[src/rtl/irq_arb_pkg.sv]
package irq_arb_pkg;
  localparam int REG_GCTL   = 0;
  localparam int REG_TVEC   = 1;
  localparam int REG_VTBASE = 2;
  localparam int REG_COMMON = 3;
  localparam int REG_CURLVL = 4;
  localparam int REG_NEXT   = 5;
  localparam int SRC_BASE   = 8;

  localparam int FLD_PEND = 0;
  localparam int FLD_EN   = 1;
  localparam int FLD_EDGE = 2;
  localparam int FLD_VEC  = 3;
  localparam int FLD_LVL  = 8;
  localparam int FLD_PRI  = 16;

  localparam logic [1:0] MODE_LOCAL = 2'b11;
endpackage

[src/rtl/irq_src_bank.sv]
module irq_src_bank #(
  parameter int NUM_SRC = 8,
  parameter int LVL_W   = 3,
  parameter int PRI_W   = 3
) (
  input  logic                            clk,
  input  logic                            rst,
  input  logic [NUM_SRC-1:0]              irq_in,
  input  logic [NUM_SRC-1:0]              cfg_we,
  input  logic                            wr_pend,
  input  logic                            wr_en,
  input  logic                            wr_edge,
  input  logic                            wr_vec,
  input  logic [LVL_W-1:0]                wr_lvl,
  input  logic [PRI_W-1:0]                wr_pri,
  input  logic [NUM_SRC-1:0]              claim,
  output logic [NUM_SRC-1:0]              pend_q,
  output logic [NUM_SRC-1:0]              en_q,
  output logic [NUM_SRC-1:0]              edge_q,
  output logic [NUM_SRC-1:0]              vec_q,
  output logic [NUM_SRC-1:0][LVL_W-1:0]   lvl_q,
  output logic [NUM_SRC-1:0][PRI_W-1:0]   pri_q
);
  logic [NUM_SRC-1:0] irq_d;
  logic [NUM_SRC-1:0] rise;

  assign rise = irq_in & ~irq_d;

  always_ff @(posedge clk) begin
    if (rst) begin
      irq_d  <= '0;
      pend_q <= '0;
      en_q   <= '0;
      edge_q <= '0;
      vec_q  <= '0;
      lvl_q  <= '0;
      pri_q  <= '0;
    end else begin
      irq_d <= irq_in;
      for (int i = 0; i < NUM_SRC; i++) begin
        // pending update uses the trigger type held before this edge
        if (!edge_q[i])      pend_q[i] <= irq_in[i];
        else if (rise[i])    pend_q[i] <= 1'b1;
        else if (claim[i])   pend_q[i] <= 1'b0;
        else if (cfg_we[i])  pend_q[i] <= wr_pend;
        if (cfg_we[i]) begin
          en_q[i]   <= wr_en;
          edge_q[i] <= wr_edge;
          vec_q[i]  <= wr_vec;
          lvl_q[i]  <= wr_lvl;
          pri_q[i]  <= wr_pri;
        end
      end
    end
  end

  generate
    for (genvar g = 0; g < NUM_SRC; g++) begin : g_chk
      a_r2_level_mirror: assert property (@(posedge clk) disable iff (rst)
        ($past(!rst) && $past(!edge_q[g])) |-> (pend_q[g] == $past(irq_in[g])));
    end
  endgenerate
endmodule

[src/rtl/irq_select.sv]
module irq_select #(
  parameter int NUM_SRC = 8,
  parameter int LVL_W   = 3,
  parameter int PRI_W   = 3,
  parameter int ID_W    = 3
) (
  input  logic [NUM_SRC-1:0]            cand,
  input  logic [NUM_SRC-1:0][LVL_W-1:0] lvl,
  input  logic [NUM_SRC-1:0][PRI_W-1:0] pri,
  output logic                          found,
  output logic [ID_W-1:0]               best_id,
  output logic [LVL_W-1:0]              best_lvl
);
  logic [PRI_W-1:0] best_pri;

  // ascending scan, replace only on strictly better: ties go to lower index
  always_comb begin
    found    = 1'b0;
    best_id  = '0;
    best_lvl = '0;
    best_pri = '0;
    for (int i = 0; i < NUM_SRC; i++) begin
      if (cand[i] && (!found || (lvl[i] > best_lvl) ||
                      ((lvl[i] == best_lvl) && (pri[i] > best_pri)))) begin
        found    = 1'b1;
        best_id  = ID_W'(i);
        best_lvl = lvl[i];
        best_pri = pri[i];
      end
    end
  end
endmodule

[src/rtl/irq_level_arb.sv]
module irq_level_arb
  import irq_arb_pkg::*;
#(
  parameter int NUM_SRC = 8,
  parameter int LVL_W   = 3,
  parameter int PRI_W   = 3,
  parameter int DATA_W  = 32,
  parameter int ADDR_W  = 5,
  localparam int ID_W   = (NUM_SRC > 1) ? $clog2(NUM_SRC) : 1
) (
  input  logic               clk,
  input  logic               rst,
  input  logic [NUM_SRC-1:0] irq_in,
  input  logic               reg_wr,
  input  logic               reg_rd,
  input  logic [ADDR_W-1:0]  reg_addr,
  input  logic [DATA_W-1:0]  reg_wdata,
  output logic [DATA_W-1:0]  reg_rdata,
  output logic               reg_rvalid,
  output logic               irq_req,
  output logic [ID_W-1:0]    irq_id,
  output logic [LVL_W-1:0]   irq_level
);
  logic              gie_q;
  logic [DATA_W-1:0] tvec_q, vtbase_q, common_q;
  logic [LVL_W-1:0]  cur_lvl_q;

  logic [NUM_SRC-1:0]            pend, en, edge_t, vec;
  logic [NUM_SRC-1:0][LVL_W-1:0] lvl;
  logic [NUM_SRC-1:0][PRI_W-1:0] pri;
  logic [NUM_SRC-1:0]            cfg_we, claim_vec;

  logic              sel_found;
  logic [ID_W-1:0]   sel_id;
  logic [LVL_W-1:0]  sel_lvl;
  logic              req_q;
  logic [ID_W-1:0]   win_id_q;
  logic [LVL_W-1:0]  win_lvl_q;

  logic              tn_read, tn_claim, mode_ok;
  logic [DATA_W-1:0] handler, rd_val;

  always_comb begin
    for (int i = 0; i < NUM_SRC; i++)
      cfg_we[i] = reg_wr && (reg_addr == ADDR_W'(SRC_BASE + i));
  end

  irq_src_bank #(.NUM_SRC(NUM_SRC), .LVL_W(LVL_W), .PRI_W(PRI_W)) u_bank (
    .clk(clk), .rst(rst), .irq_in(irq_in), .cfg_we(cfg_we),
    .wr_pend(reg_wdata[FLD_PEND]), .wr_en(reg_wdata[FLD_EN]),
    .wr_edge(reg_wdata[FLD_EDGE]), .wr_vec(reg_wdata[FLD_VEC]),
    .wr_lvl(reg_wdata[FLD_LVL +: LVL_W]), .wr_pri(reg_wdata[FLD_PRI +: PRI_W]),
    .claim(claim_vec), .pend_q(pend), .en_q(en), .edge_q(edge_t),
    .vec_q(vec), .lvl_q(lvl), .pri_q(pri)
  );

  irq_select #(.NUM_SRC(NUM_SRC), .LVL_W(LVL_W), .PRI_W(PRI_W), .ID_W(ID_W)) u_sel (
    .cand(pend & en), .lvl(lvl), .pri(pri),
    .found(sel_found), .best_id(sel_id), .best_lvl(sel_lvl)
  );

  assign mode_ok   = (tvec_q[1:0] == MODE_LOCAL);
  assign tn_read   = reg_rd && (reg_addr == ADDR_W'(REG_NEXT));
  assign tn_claim  = tn_read && req_q;
  assign claim_vec = tn_claim ? (NUM_SRC'(1) << win_id_q) : '0;
  assign handler   = vec[win_id_q] ? (vtbase_q + (DATA_W'(win_id_q) << 2)) : common_q;

  always_comb begin
    rd_val = '0;
    case (reg_addr)
      ADDR_W'(REG_GCTL):   rd_val[0] = gie_q;
      ADDR_W'(REG_TVEC):   rd_val = tvec_q;
      ADDR_W'(REG_VTBASE): rd_val = vtbase_q;
      ADDR_W'(REG_COMMON): rd_val = common_q;
      ADDR_W'(REG_CURLVL): rd_val[LVL_W-1:0] = cur_lvl_q;
      ADDR_W'(REG_NEXT):   rd_val = req_q ? handler : '0;
      default: begin
        for (int i = 0; i < NUM_SRC; i++) begin
          if (reg_addr == ADDR_W'(SRC_BASE + i)) begin
            rd_val[FLD_PEND]           = pend[i];
            rd_val[FLD_EN]             = en[i];
            rd_val[FLD_EDGE]           = edge_t[i];
            rd_val[FLD_VEC]            = vec[i];
            rd_val[FLD_LVL +: LVL_W]   = lvl[i];
            rd_val[FLD_PRI +: PRI_W]   = pri[i];
          end
        end
      end
    endcase
  end

  always_ff @(posedge clk) begin
    if (rst) begin
      gie_q      <= 1'b0;
      tvec_q     <= '0;
      vtbase_q   <= '0;
      common_q   <= '0;
      cur_lvl_q  <= '0;
      reg_rdata  <= '0;
      reg_rvalid <= 1'b0;
      req_q      <= 1'b0;
      win_id_q   <= '0;
      win_lvl_q  <= '0;
    end else begin
      reg_rvalid <= reg_rd;
      if (reg_rd) reg_rdata <= rd_val;
      if (reg_wr) begin
        case (reg_addr)
          ADDR_W'(REG_GCTL):   gie_q     <= reg_wdata[0];
          ADDR_W'(REG_TVEC):   tvec_q    <= reg_wdata;
          ADDR_W'(REG_VTBASE): vtbase_q  <= reg_wdata;
          ADDR_W'(REG_COMMON): common_q  <= reg_wdata;
          ADDR_W'(REG_CURLVL): cur_lvl_q <= reg_wdata[LVL_W-1:0];
          default: ;
        endcase
      end
      if (tn_claim) cur_lvl_q <= win_lvl_q;
      win_id_q  <= sel_id;
      win_lvl_q <= sel_lvl;
      // a claimed source must not be offered again before the result refreshes
      req_q <= !tn_claim && sel_found && gie_q && mode_ok && (sel_lvl > cur_lvl_q);
    end
  end

  assign irq_req   = req_q;
  assign irq_id    = win_id_q;
  assign irq_level = win_lvl_q;

  a_r4_req_gated: assert property (@(posedge clk) disable iff (rst)
    req_q |-> ($past(gie_q) && ($past(tvec_q[1:0]) == MODE_LOCAL)));
  a_r4_strict_level: assert property (@(posedge clk) disable iff (rst)
    req_q |-> (win_lvl_q > $past(cur_lvl_q)));
  a_r8_empty_next: assert property (@(posedge clk) disable iff (rst)
    (tn_read && !req_q) |=> (reg_rdata == '0));
  a_r6_level_takeover: assert property (@(posedge clk) disable iff (rst)
    tn_claim |=> ((cur_lvl_q == $past(win_lvl_q)) && !req_q));
  a_r9_read_valid: assert property (@(posedge clk) disable iff (rst)
    reg_rd |=> reg_rvalid);
endmodule

[config.mk]
export PLATFORM = sky130hd
export DESIGN_NAME = irq_level_arb
export DESIGN_NICKNAME = d
export VERILOG_FILES = /design/src/rtl/irq_arb_pkg.sv /design/src/rtl/irq_src_bank.sv /design/src/rtl/irq_select.sv /design/src/rtl/irq_level_arb.sv
export SDC_FILE = /design/constraint.sdc
export NUM_CORES = 1
export LEC_CHECK = 0
export BUFFER_PORTS_ARGS = -buffer_cell sky130_fd_sc_hd__buf_4
export CAP_MARGIN = 40
export CORE_ASPECT_RATIO = 1.1
export CORE_MARGIN = 3
export CORE_UTILIZATION = 25
export CTS_CLUSTER_DIAMETER = 100
export CTS_CLUSTER_SIZE = 30
export DETAILED_ROUTE_END_ITERATION = 10
export PLACE_DENSITY = 0.37
export SYNTH_ARGS = -nofsm -noshare
export SYNTH_HDL_FRONTEND = slang
export SYNTH_SLANG_ARGS = --single-unit
[constraint.sdc]
create_clock -name clk -period 22.7 [get_ports clk]
set_input_delay 0 -clock clk [delete_from_list [all_inputs] [get_ports clk]]
set_output_delay 0 -clock clk [all_outputs]
set_load 0.005 [all_outputs]
==> results.ini <==
[global_routing]
antenna_found_initial = 0
grt_use_total = 0.196
grt_max_degree = 76
grt_pass1_wl_mm = 74.3
grt-ovfl-total = 0
first_global_vias = 11283

[place]
dp_hpwl_mm = 34.7
dpl_cell_area_um2 = 13100
gp_congestion = 0.897
port_buffers = 88
dpl.cell_count = 2163

[floorplan]
die_h_um = 234
die_x_um = 213
start_util = 0.256
core_region_area_um2 = 46200
num_rows = 82
io_pins = 89
die-area_um2 = 49900

[setup_path]
worstSetupEndpointType = flip-flop
criticalPathCategory = reg -> reg
crit_top_cell = ha_1
crit_fanout = 19
crit_arrival_ns = 14.06
cp-start-kind = flip-flop
slowest_delay_ns = 0.67
reg2reg_depth = 54
startpoint = u_bank.pend_q[0]
r2r-start = u_bank.pend_q[0]
worstPathRequired_ns = 23.15
cp_slowest_cell = o311ai_4

[min_path]
whs_path_depth = 5
hp-start = reg_addr[1]
hp-class = in -> reg

[cts]
cts_sinks = 228
clk_latency_ns = 0.53
cts_made_buffers = 15
clockBufferDepth = 3
cts_tree = yes
h-tree-depth = 1
root_buffer = clkbuf_16
cts_resized = 0
cts_setup_buffers = 0
path_clk_slew_ns = 0.12
cts_hold_buf = 45

[run]
drv_cap = 0

[sta]
slew_headroom = 0.483
finalSetupTns_ns = 0
min_period_over_period = 0.600
hold_viol_final = 0
rsz0062_at_grt = false
fmax_mhz = 73.5
worst_slew_pin_slew_ns = 0.773
maxSlewViolCount = 0
worst_hold_slack_ns = 0.0305
finalCriticalPeriod_ns = 13.61
setup_violations = 0
clock_skew_ns = 0.0449

[synth]
syn-instance-count = 1569
ys_ff_latch = 228
avgSynthCellArea_um2 = 7.53
synth_seq_area_share = 0.387
synth-main-ff-cell = dfxtp_1
yosys.cell_types.count = 68
yosys_warnings = 0
netlist_area_um2 = 11800
synth_edf_count = 0
synth_fp_nets = 1666
async_flop_share = 0

[cells_and_area]
n_antenna_cell = 0
fillCellCount = 4991
drive_gt1_frac = 0.101
nNetsFinal = 1734
fin_util = 0.305
area_growth_pct = 19.3
post-route-cell-area_um2 = 14100
fin_cells = 2233

[route]
drt_iter0_drc = 1022
vias_per_cell = 5.19
drc = 0
wl_per_cell_um = 22.2
num_vias = 11593
ant_nets = 0
wl_mm = 49.5
first_pass_iters = 5

[pwr]
p_leak_nw = 4.87
p_per_area_nw_per_um2 = 56.9
ir_drop_uv = 52.3

[outcome]
status = completed

cell usage in the layout (no fill, tap or decap), types with 4 or more instances in the layout:
cell,synthesis,routed
nand2_1,393,391
a21oi_1,238,238
dfxtp_1,228,228
buf_4,0,108
nor2_1,84,79
nand3_1,78,78
o21ai_0,49,49
ha_1,47,47
dlygate4sd3_1,0,45
inv_1,31,31
a22oi_1,26,26
a222oi_1,23,23
a221oi_1,19,19
nor2b_1,17,17
nor3_1,16,16
and2_1,15,15
a21o_1,15,15
clkbuf_16,0,15
xor2_1,13,13
and3_1,12,12
a31oi_1,10,10
a211oi_1,9,9
nand2b_1,9,9
a311oi_1,9,9
mux2i_1,8,8
o21a_1,7,7
o211ai_1,7,7
a221o_1,7,7
o2111ai_1,6,6
o22ai_1,6,6
nor4_1,6,6
mux2_2,6,6
nand4_1,6,6
nor2_2,0,5
xnor2_1,5,5
nand3b_1,4,4
nor3b_1,4,4
and4_1,4,4
a22o_1,4,4
synth_stat cells, types with 16 or more instances:
master,n,area [um2]
nor2b_1,17,106
a22oi_1,26,195
dfxtp_1,228,4560
nor2_1,84,315
ha_1,47,588
clkbuf_1,101,379
a221oi_1,19,166
a21oi_1,238,1190
nand3_1,78,390
o21ai_0,49,245
nand2_1,393,1480
inv_1,31,116
nor3_1,16,80.1
a222oi_1,23,230
flip-flops by register name, indices dropped and copies added (netlist names), 8 cells and up:
name / count
reg_rdata: 32
u_bank.pri_q: 24
u_bank.pend_q: 8
tvec_q: 32
u_bank.vec_q: 8
u_bank.lvl_q: 24
u_bank.en_q: 8
vtbase_q: 32
common_q: 32
u_bank.edge_q: 8
u_bank.irq_d: 8
logic make-up after synthesis:
logic type,after synthesis,share of synthesized area
flops,228,0.387
mux,17,0.0176
compound gates,458,0.243
simple gates,661,0.243
buf+inv,139,0.0451
fa+ha+maj,48,0.0515
xor+xnor,18,0.0134
path summary, 6_finish.rpt:
path | to | slack [ns]
worst max-delay path | irq_req | 9.09
worst min-delay path | gie_q | 0.03
worst max register to register | irq_req | 9.09
worst min register to register | common_q[14] | 0.46
stage by stage:
step,total power (W),setup WS (ns)
2_1_floorplan,0.000443,10.76
3_3_place_gp,0.000471,9.38
3_5_place_dp,0.000473,9.26
4_1_cts,0.000818,9.18
5_1_grt,0.000835,7.82
6_report,0.000802,9.09
area by class of cell:
| class | count | area [um2] | area share |
|---|---|---|---|
| clock buffer | 15 | 375 | 0.0266 |
| clock inverter | 10 | 184 | 0.0131 |
| inverter | 32 | 120 | 0.00853 |
| multi-input combinational | 1202 | 6730 | 0.478 |
| sequential | 228 | 4560 | 0.324 |
| tap | 588 | 736 | 0.0522 |
| timing repair buffer | 158 | 1380 | 0.0978 |
layer usage:
metal  track usage  vias to the layer above  part of all wire
li1              -                     5698                 -
met1         0.263                     5555              0.45
met2         0.340                      290              0.48
met3        0.0140                       50             0.038
met4        0.0512                        0             0.024
met5             0                        -                 0
worst max-delay path, delay by kind of cell (launching register included):
family	cells	cell delay (ns)
and+or+nand+nor	16	2.91
adders and majority gates	8	2.32
AOI/OAI and AO/OA	28	7.13
muxes	2	0.72
DFF	1	0.43
report_power, final:
group	total, W	switching [W]	internal [W]
registers	0.000410	0.00000493	0.000405
logic	0.0000598	0.0000378	0.0000220
clock network	0.000332	0.000184	0.000148
(Power assumes the default switching activity.)
